## config.mk

```make
export PLATFORM = sky130hd
export DESIGN_NAME = wordload_unit
export DESIGN_NICKNAME = d
export VERILOG_FILES = /design/src/rtl/wl_pkg.sv /design/src/rtl/wl_decode.sv /design/src/rtl/wl_agen.sv /design/src/rtl/wl_merge.sv /design/src/rtl/wordload_unit.sv
export SDC_FILE = /design/constraint.sdc
export NUM_CORES = 1
export LEC_CHECK = 0
export ABC_CLOCK_PERIOD_IN_PS = 4300
export BUFFER_PORTS_ARGS = -buffer_cell sky130_fd_sc_hd__buf_2
export CORE_AREA = 5 5 147 149
export CTS_CLUSTER_SIZE = 12
export DETAILED_ROUTE_END_ITERATION = 10
export DIE_AREA = 0 0 152 154
export PLACE_DENSITY = 0.85
export SYNTH_ARGS = -nofsm -noshare
export SYNTH_HDL_FRONTEND = slang
export SYNTH_SLANG_ARGS = --single-unit
```

## constraint.sdc

```tcl
create_clock -name clk -period 4.3 [get_ports clk]
set_clock_uncertainty 0.1 [all_clocks]
set_input_delay 0.86 -clock clk [delete_from_list [all_inputs] [get_ports clk]]
set_output_delay 0.86 -clock clk [all_outputs]
set_load 0.02 [all_outputs]
```

## src/rtl/wl_pkg.sv

```systemverilog
package wl_pkg;
  localparam int INSN_W = 32;
  localparam int REG_W  = 64;
  localparam int ADDR_W = 32;
  localparam int RIDX_W = 5;

  localparam logic [5:0] OP_INDEXED  = 6'd31;
  localparam logic [5:0] OP_DISP     = 6'd32;
  localparam logic [5:0] OP_DISP_UPD = 6'd33;
  localparam logic [9:0] XO_IDX      = 10'd23;
  localparam logic [9:0] XO_IDX_UPD  = 10'd55;

  typedef struct packed {
    logic              legal;
    logic              upd;
    logic              indexed;
    logic [RIDX_W-1:0] rd;
    logic [RIDX_W-1:0] ra;
    logic [RIDX_W-1:0] rb;
    logic [15:0]       disp;
  } wl_dec_t;

  typedef enum logic [1:0] {ST_IDLE, ST_REQ, ST_WAIT, ST_DONE} wl_state_e;

  function automatic logic [REG_W-1:0] wl_sext16(input logic [15:0] v);
    return {{(REG_W-16){v[15]}}, v};
  endfunction

  function automatic logic [ADDR_W-1:0] wl_ea(input logic [REG_W-1:0] base,
                                              input logic [REG_W-1:0] off);
    logic [REG_W-1:0] sum;
    sum = base + off;
    return sum[ADDR_W-1:0];
  endfunction

  // Bytes of {first, second} starting at byte offset 'off', big-endian.
  function automatic logic [31:0] wl_pick(input logic [31:0] first,
                                          input logic [31:0] second,
                                          input logic [1:0]  off);
    logic [63:0] pair;
    pair = {first, second} << {off, 3'b000};
    return pair[63:32];
  endfunction
endpackage

```

## src/rtl/wl_decode.sv

```systemverilog
module wl_decode
  import wl_pkg::*;
(
  input  logic [INSN_W-1:0] insn,
  output wl_dec_t           dec
);
  logic [5:0] op;
  logic [9:0] xo;

  assign op = insn[31:26];
  assign xo = insn[10:1];

  always_comb begin
    dec         = '0;
    dec.rd      = insn[25:21];
    dec.ra      = insn[20:16];
    dec.rb      = insn[15:11];
    dec.disp    = insn[15:0];
    unique case (op)
      OP_DISP:     dec.legal = 1'b1;
      OP_DISP_UPD: begin dec.legal = 1'b1; dec.upd = 1'b1; end
      OP_INDEXED: begin
        if (xo == XO_IDX) begin
          dec.legal = 1'b1; dec.indexed = 1'b1;
        end else if (xo == XO_IDX_UPD) begin
          dec.legal = 1'b1; dec.indexed = 1'b1; dec.upd = 1'b1;
        end
      end
      default: dec.legal = 1'b0;
    endcase
  end
endmodule

```

## src/rtl/wl_agen.sv

```systemverilog
module wl_agen
  import wl_pkg::*;
(
  input  wl_dec_t           dec,
  input  logic [REG_W-1:0]  a_data,
  input  logic [REG_W-1:0]  b_data,
  output logic [ADDR_W-1:0] ea
);
  logic [REG_W-1:0] base;
  logic [REG_W-1:0] off;

  assign base = (dec.ra == '0 && !dec.upd) ? '0 : a_data;
  assign off  = dec.indexed ? b_data : wl_sext16(dec.disp);
  assign ea   = wl_ea(base, off);
endmodule

```

## src/rtl/wl_merge.sv

```systemverilog
module wl_merge
  import wl_pkg::*;
(
  input  logic [31:0] first_word,
  input  logic [31:0] second_word,
  input  logic [1:0]  byte_off,
  output logic [31:0] word
);
  assign word = wl_pick(first_word, second_word, byte_off);
endmodule

```

## src/rtl/wordload_unit.sv

```systemverilog
module wordload_unit
  import wl_pkg::*;
(
  input  logic              clk,
  input  logic              rst_n,
  input  logic              issue_valid,
  output logic              issue_ready,
  input  logic [31:0]       insn,
  output logic [4:0]        rf_a_addr,
  input  logic [63:0]       rf_a_data,
  output logic [4:0]        rf_b_addr,
  input  logic [63:0]       rf_b_data,
  output logic              mem_req_valid,
  input  logic              mem_req_ready,
  output logic [31:0]       mem_req_addr,
  input  logic              mem_rsp_valid,
  input  logic [31:0]       mem_rsp_data,
  output logic              done,
  output logic              illegal,
  output logic              bad_form,
  output logic              wr0_en,
  output logic [4:0]        wr0_idx,
  output logic [63:0]       wr0_data,
  output logic              wr1_en,
  output logic [4:0]        wr1_idx,
  output logic [63:0]       wr1_data
);
  localparam int PAD_W = REG_W - ADDR_W;

  wl_dec_t           dec;
  logic [ADDR_W-1:0] ea_now;
  wl_state_e         st;
  logic [ADDR_W-1:0] ea_q;
  logic [4:0]        rd_q, ra_q;
  logic              upd_q, illegal_q, badform_q, beat_q;
  logic [31:0]       w0_q, w1_q, merged;

  // named events for the checker
  logic issue_fire, rsp_wait, unaligned, form_bad;

  wl_decode u_dec (.insn(insn), .dec(dec));
  wl_agen   u_agen (.dec(dec), .a_data(rf_a_data), .b_data(rf_b_data), .ea(ea_now));
  wl_merge  u_merge (.first_word(w0_q), .second_word(w1_q),
                     .byte_off(ea_q[1:0]), .word(merged));

  assign rf_a_addr   = dec.ra;
  assign rf_b_addr   = dec.rb;
  assign issue_ready = (st == ST_IDLE);
  assign issue_fire  = issue_valid && issue_ready;
  assign rsp_wait    = (st == ST_WAIT);
  assign unaligned   = (ea_q[1:0] != 2'b00);
  assign form_bad    = dec.upd && (dec.ra == '0 || dec.ra == dec.rd);

  always_ff @(posedge clk) begin
    if (!rst_n) begin
      st        <= ST_IDLE;
      ea_q      <= '0;
      rd_q      <= '0;
      ra_q      <= '0;
      upd_q     <= 1'b0;
      illegal_q <= 1'b0;
      badform_q <= 1'b0;
      beat_q    <= 1'b0;
      w0_q      <= '0;
      w1_q      <= '0;
    end else begin
      unique case (st)
        ST_IDLE: if (issue_fire) begin
          ea_q      <= ea_now;
          rd_q      <= dec.rd;
          ra_q      <= dec.ra;
          upd_q     <= dec.upd;
          illegal_q <= !dec.legal;
          badform_q <= dec.legal && form_bad;
          beat_q    <= 1'b0;
          st        <= (!dec.legal || form_bad) ? ST_DONE : ST_REQ;
        end
        ST_REQ: if (mem_req_ready) st <= ST_WAIT;
        ST_WAIT: if (mem_rsp_valid) begin
          if (!beat_q) w0_q <= mem_rsp_data;
          else         w1_q <= mem_rsp_data;
          if (!beat_q && unaligned) begin
            beat_q <= 1'b1;
            st     <= ST_REQ;
          end else begin
            st <= ST_DONE;
          end
        end
        ST_DONE: st <= ST_IDLE;
        default: st <= ST_IDLE;
      endcase
    end
  end

  assign mem_req_valid = (st == ST_REQ);
  assign mem_req_addr  = {ea_q[ADDR_W-1:2], 2'b00} + (beat_q ? 32'd4 : 32'd0);

  assign done     = (st == ST_DONE);
  assign illegal  = done && illegal_q;
  assign bad_form = done && badform_q;
  assign wr0_en   = done && !illegal_q && !badform_q;
  assign wr0_idx  = rd_q;
  assign wr0_data = {{PAD_W{1'b0}}, merged};
  assign wr1_en   = wr0_en && upd_q;
  assign wr1_idx  = ra_q;
  assign wr1_data = {{PAD_W{1'b0}}, ea_q};
endmodule

```

==> reports/qor.csv <==
metric,value,unit
drc,0,
cts_tree,done,
hold_class,flop to flop,
dr_wl_met3,2.121,mm
maxCapViolCount,0,
drt_wl_total,26.37,mm
setup_violations,0,
muxShareOfSynthArea,10.21,%
ant_nets,0,
top_layer_used,met4,
switchingPower,1.127,mW
syn_inst,1035,
ys_ff_latch,104,
hpwl,21.37,mm
power_density,293.9,nW/µm²
die_height,154,µm
swShare,36.56,%
drv_slew,0,
min_period_over_period,96.24,%
startpoint,insn[8],
cp_max_fo,16,
synth.top_cell.area_share,25.25,%
synth_top_family_by_area,simple AND/OR/NAND/NOR gates,
ys_top_cells_by_area,"dfxtp_1, nand2_1, mux4_2",
drive_above_1_share,33.03,%
synth_simple_gate_area_share,23.05,%
synth_xor_area_share,5.099,%
worstSetupStartpointType,input pin,
synth_edf_count,0,
synth_compound_area_share,20.63,%
arrival,4.29,ns
stdcell_count,1605,
die_x,152,µm
n_antenna_cell,0,
wire_per_inst,16.43,µm
dpl.cell_count,1588,
power.internal,1.956,mW
synth_area,8244,µm²
grt_pass1_wl,41.92,mm
ir_worst_vdd,0.1649,mV
period_needed,4.138,ns
via_count,8524,
nets,1561,
place_congestion,0.9421,
slew-limit-headroom,24.48,%
ys.flop_type,dfxtp_1,
seqPwrFrac,36.9,%
ys_seq_area_share,25.25,%
antenna_found_initial,0,
root_buffer,clkbuf_16,
p_clk_share,27.7,%
tightest_slew,1.130,ns
core-area,20040,µm²
cts_inserted_buffers,9,
ctsHtreeMaxLevel,3,
syn_avg_cell_area,7.965,µm²
io_buffers,253,
drt-initial-drc-count,456,
io_pins,384,
yosysWarnings,0,
worstReg2RegStart,st[1],
cts_hold_buf,0,
clock_latency,0.34,ns
min-delay-start,w1_q[12],
wl_met2,13.24,mm
drtPass1Iterations,5,
required,4.46,ns
p_leak,4.880,nW
cts_sinks,104,
tns,0,ns
worstSetupPathType,input pin to flop,
dieArea,23410,µm²
synthAdderAreaFrac,5.251,%
initial_core_util,41.14,%
synthToLayoutAreaGrowth,27.29,%
combPwrFrac,35.3,%
fp-row-count,52,
status,"finished, final reports clean",
grt_max_degree,75,
grt_pass1_vias,8214,
grt_use_total,21.30,%
synth_cell_types,64,
ys_async_sr_fraction,0,%
synth_top_area_cell,dfxtp_1,
viasPerCell,5.311,
overflow,0,
hold_viol,0,
clockBufferDepth,2,
cp-end-kind,flop,
clkSlewWorstSetupHoldPaths,0.08,ns
m1WireLength,10.57,mm
max_freq,241.6,MHz
-- registers in the layout, summed over array words and instances, names as in the netlist, 2 cells and up --
name / count
ea_q: 32
w0_q: 32
w1_q: 24
wr0_idx: 5
wr1_idx: 5
st: 2
-- timing repair --
action | in CTS | in global routing
buffers inserted | 0 | 1
gates resized for setup | 0 | 13
setup endpoints to repair | 0 | 9
-- final cells by class --
cell class | count | area [µm²]
inverter | 12 | 45.04
tap | 270 | 337.8
fill | 1892 | 9545
clock inverter | 7 | 86.33
clock buffer | 9 | 225.2
timing repair buffer | 358 | 2079
multi-input combinational | 845 | 5635
sequential | 104 | 2085
-- cell usage in the layout, fill, tap and decap left out, types with 9 or more instances in the layout --
cell	n
and2_1	43
xnor2_1	29
buf_4	103
o21ai_0	38
o211ai_1	9
inv_1	12
a21oi_1	41
a21o_1	29
mux4_2	32
mux2_2	9
nor3_1	14
a21boi_0	72
buf_2	253
and3_1	21
nand2_1	214
clkbuf_16	9
ha_1	31
xor2_1	19
nand3_1	21
dfxtp_1	102
nor2_1	38
nand4_1	11
conb_1	66
-- worst max-delay path, stage by stage --
cell      delay, ns
buf_2          0.11
or4b_4         0.55
nor4_4         0.17
and2_4         0.19
a22oi_1        0.10
nand2_1        0.16
buf_12         0.15
and2_1         0.13
ha_1           0.25
a21oi_2        0.20
o21ai_1        0.12
or3_1          0.41
nor3_4         0.26
o41ai_4        0.10
buf_4          0.18
a211o_1        0.26
o311ai_1       0.08
-- synthesized netlist by cell type, types with 11 or more instances --
library cell and n:
nand2_1 214, dfxtp_1 104, buf_4 77, a21boi_0 72, clkbuf_1 52, a21oi_1 46
and2_1 44, o21ai_0 42, nor2_1 38, ha_1 33, mux4_2 32, a21o_1 29
xnor2_1 29, and3_1 21, nand3_1 21, xor2_1 19, nor3_1 17, inv_1 12
nand4_1 11
-- kinds of logic after synthesis --
kind of cell               Yosys count
and+or+nand+nor                    404
AOI/OAI and AO/OA                  250
buffers and inverters              151
DFF                                104
xor gates and xnor gates            48
muxes                               43
adders and majority gates           34
other                                1
-- per-stage QoR --
step	cell area [µm²]	setup WS (ns)	power, mW	util [%]	hold WS [ns]
floorplan	8534	0.02695	1.855	-	0.3403
global placement	10130	-0.2151	2.201	50.56	0.3475
detailed placement	10130	-0.2905	2.231	50.56	0.3539
CTS	10440	0.06377	3.090	52.12	0.3647
global route	10490	-0.001656	3.243	52.37	0.3812
finish	10490	0.1617	3.084	52.37	0.3637
-- power groups by stage --
stage	registers [mW]	clock network (mW)	logic [mW]
floorplan	1.16	0	0.697
global placement	1.16	0	1.05
detailed placement	1.16	0	1.07
CTS	1.14	0.876	1.07
global route	1.15	0.910	1.18
finish	1.14	0.855	1.09
-- worst paths after layout --
path	slack [ns]	endpoint	cells past startpoint
worst min register to register	0.36	w1_q[12]	2
worst max register to register	2.12	w0_q[2]	5
worst min-delay path	0.36	w1_q[12]	2
worst max-delay path	0.16	ea_q[29]	17
-- routing by layer --
metal,GRT usage [%],up-vias
met1,25.78,4018
met4,4.966,0
met2,38.87,395
met3,4.328,36
li1,-,4075
met5,0,-
No activity file was read; power rests on OpenSTA's default activity.
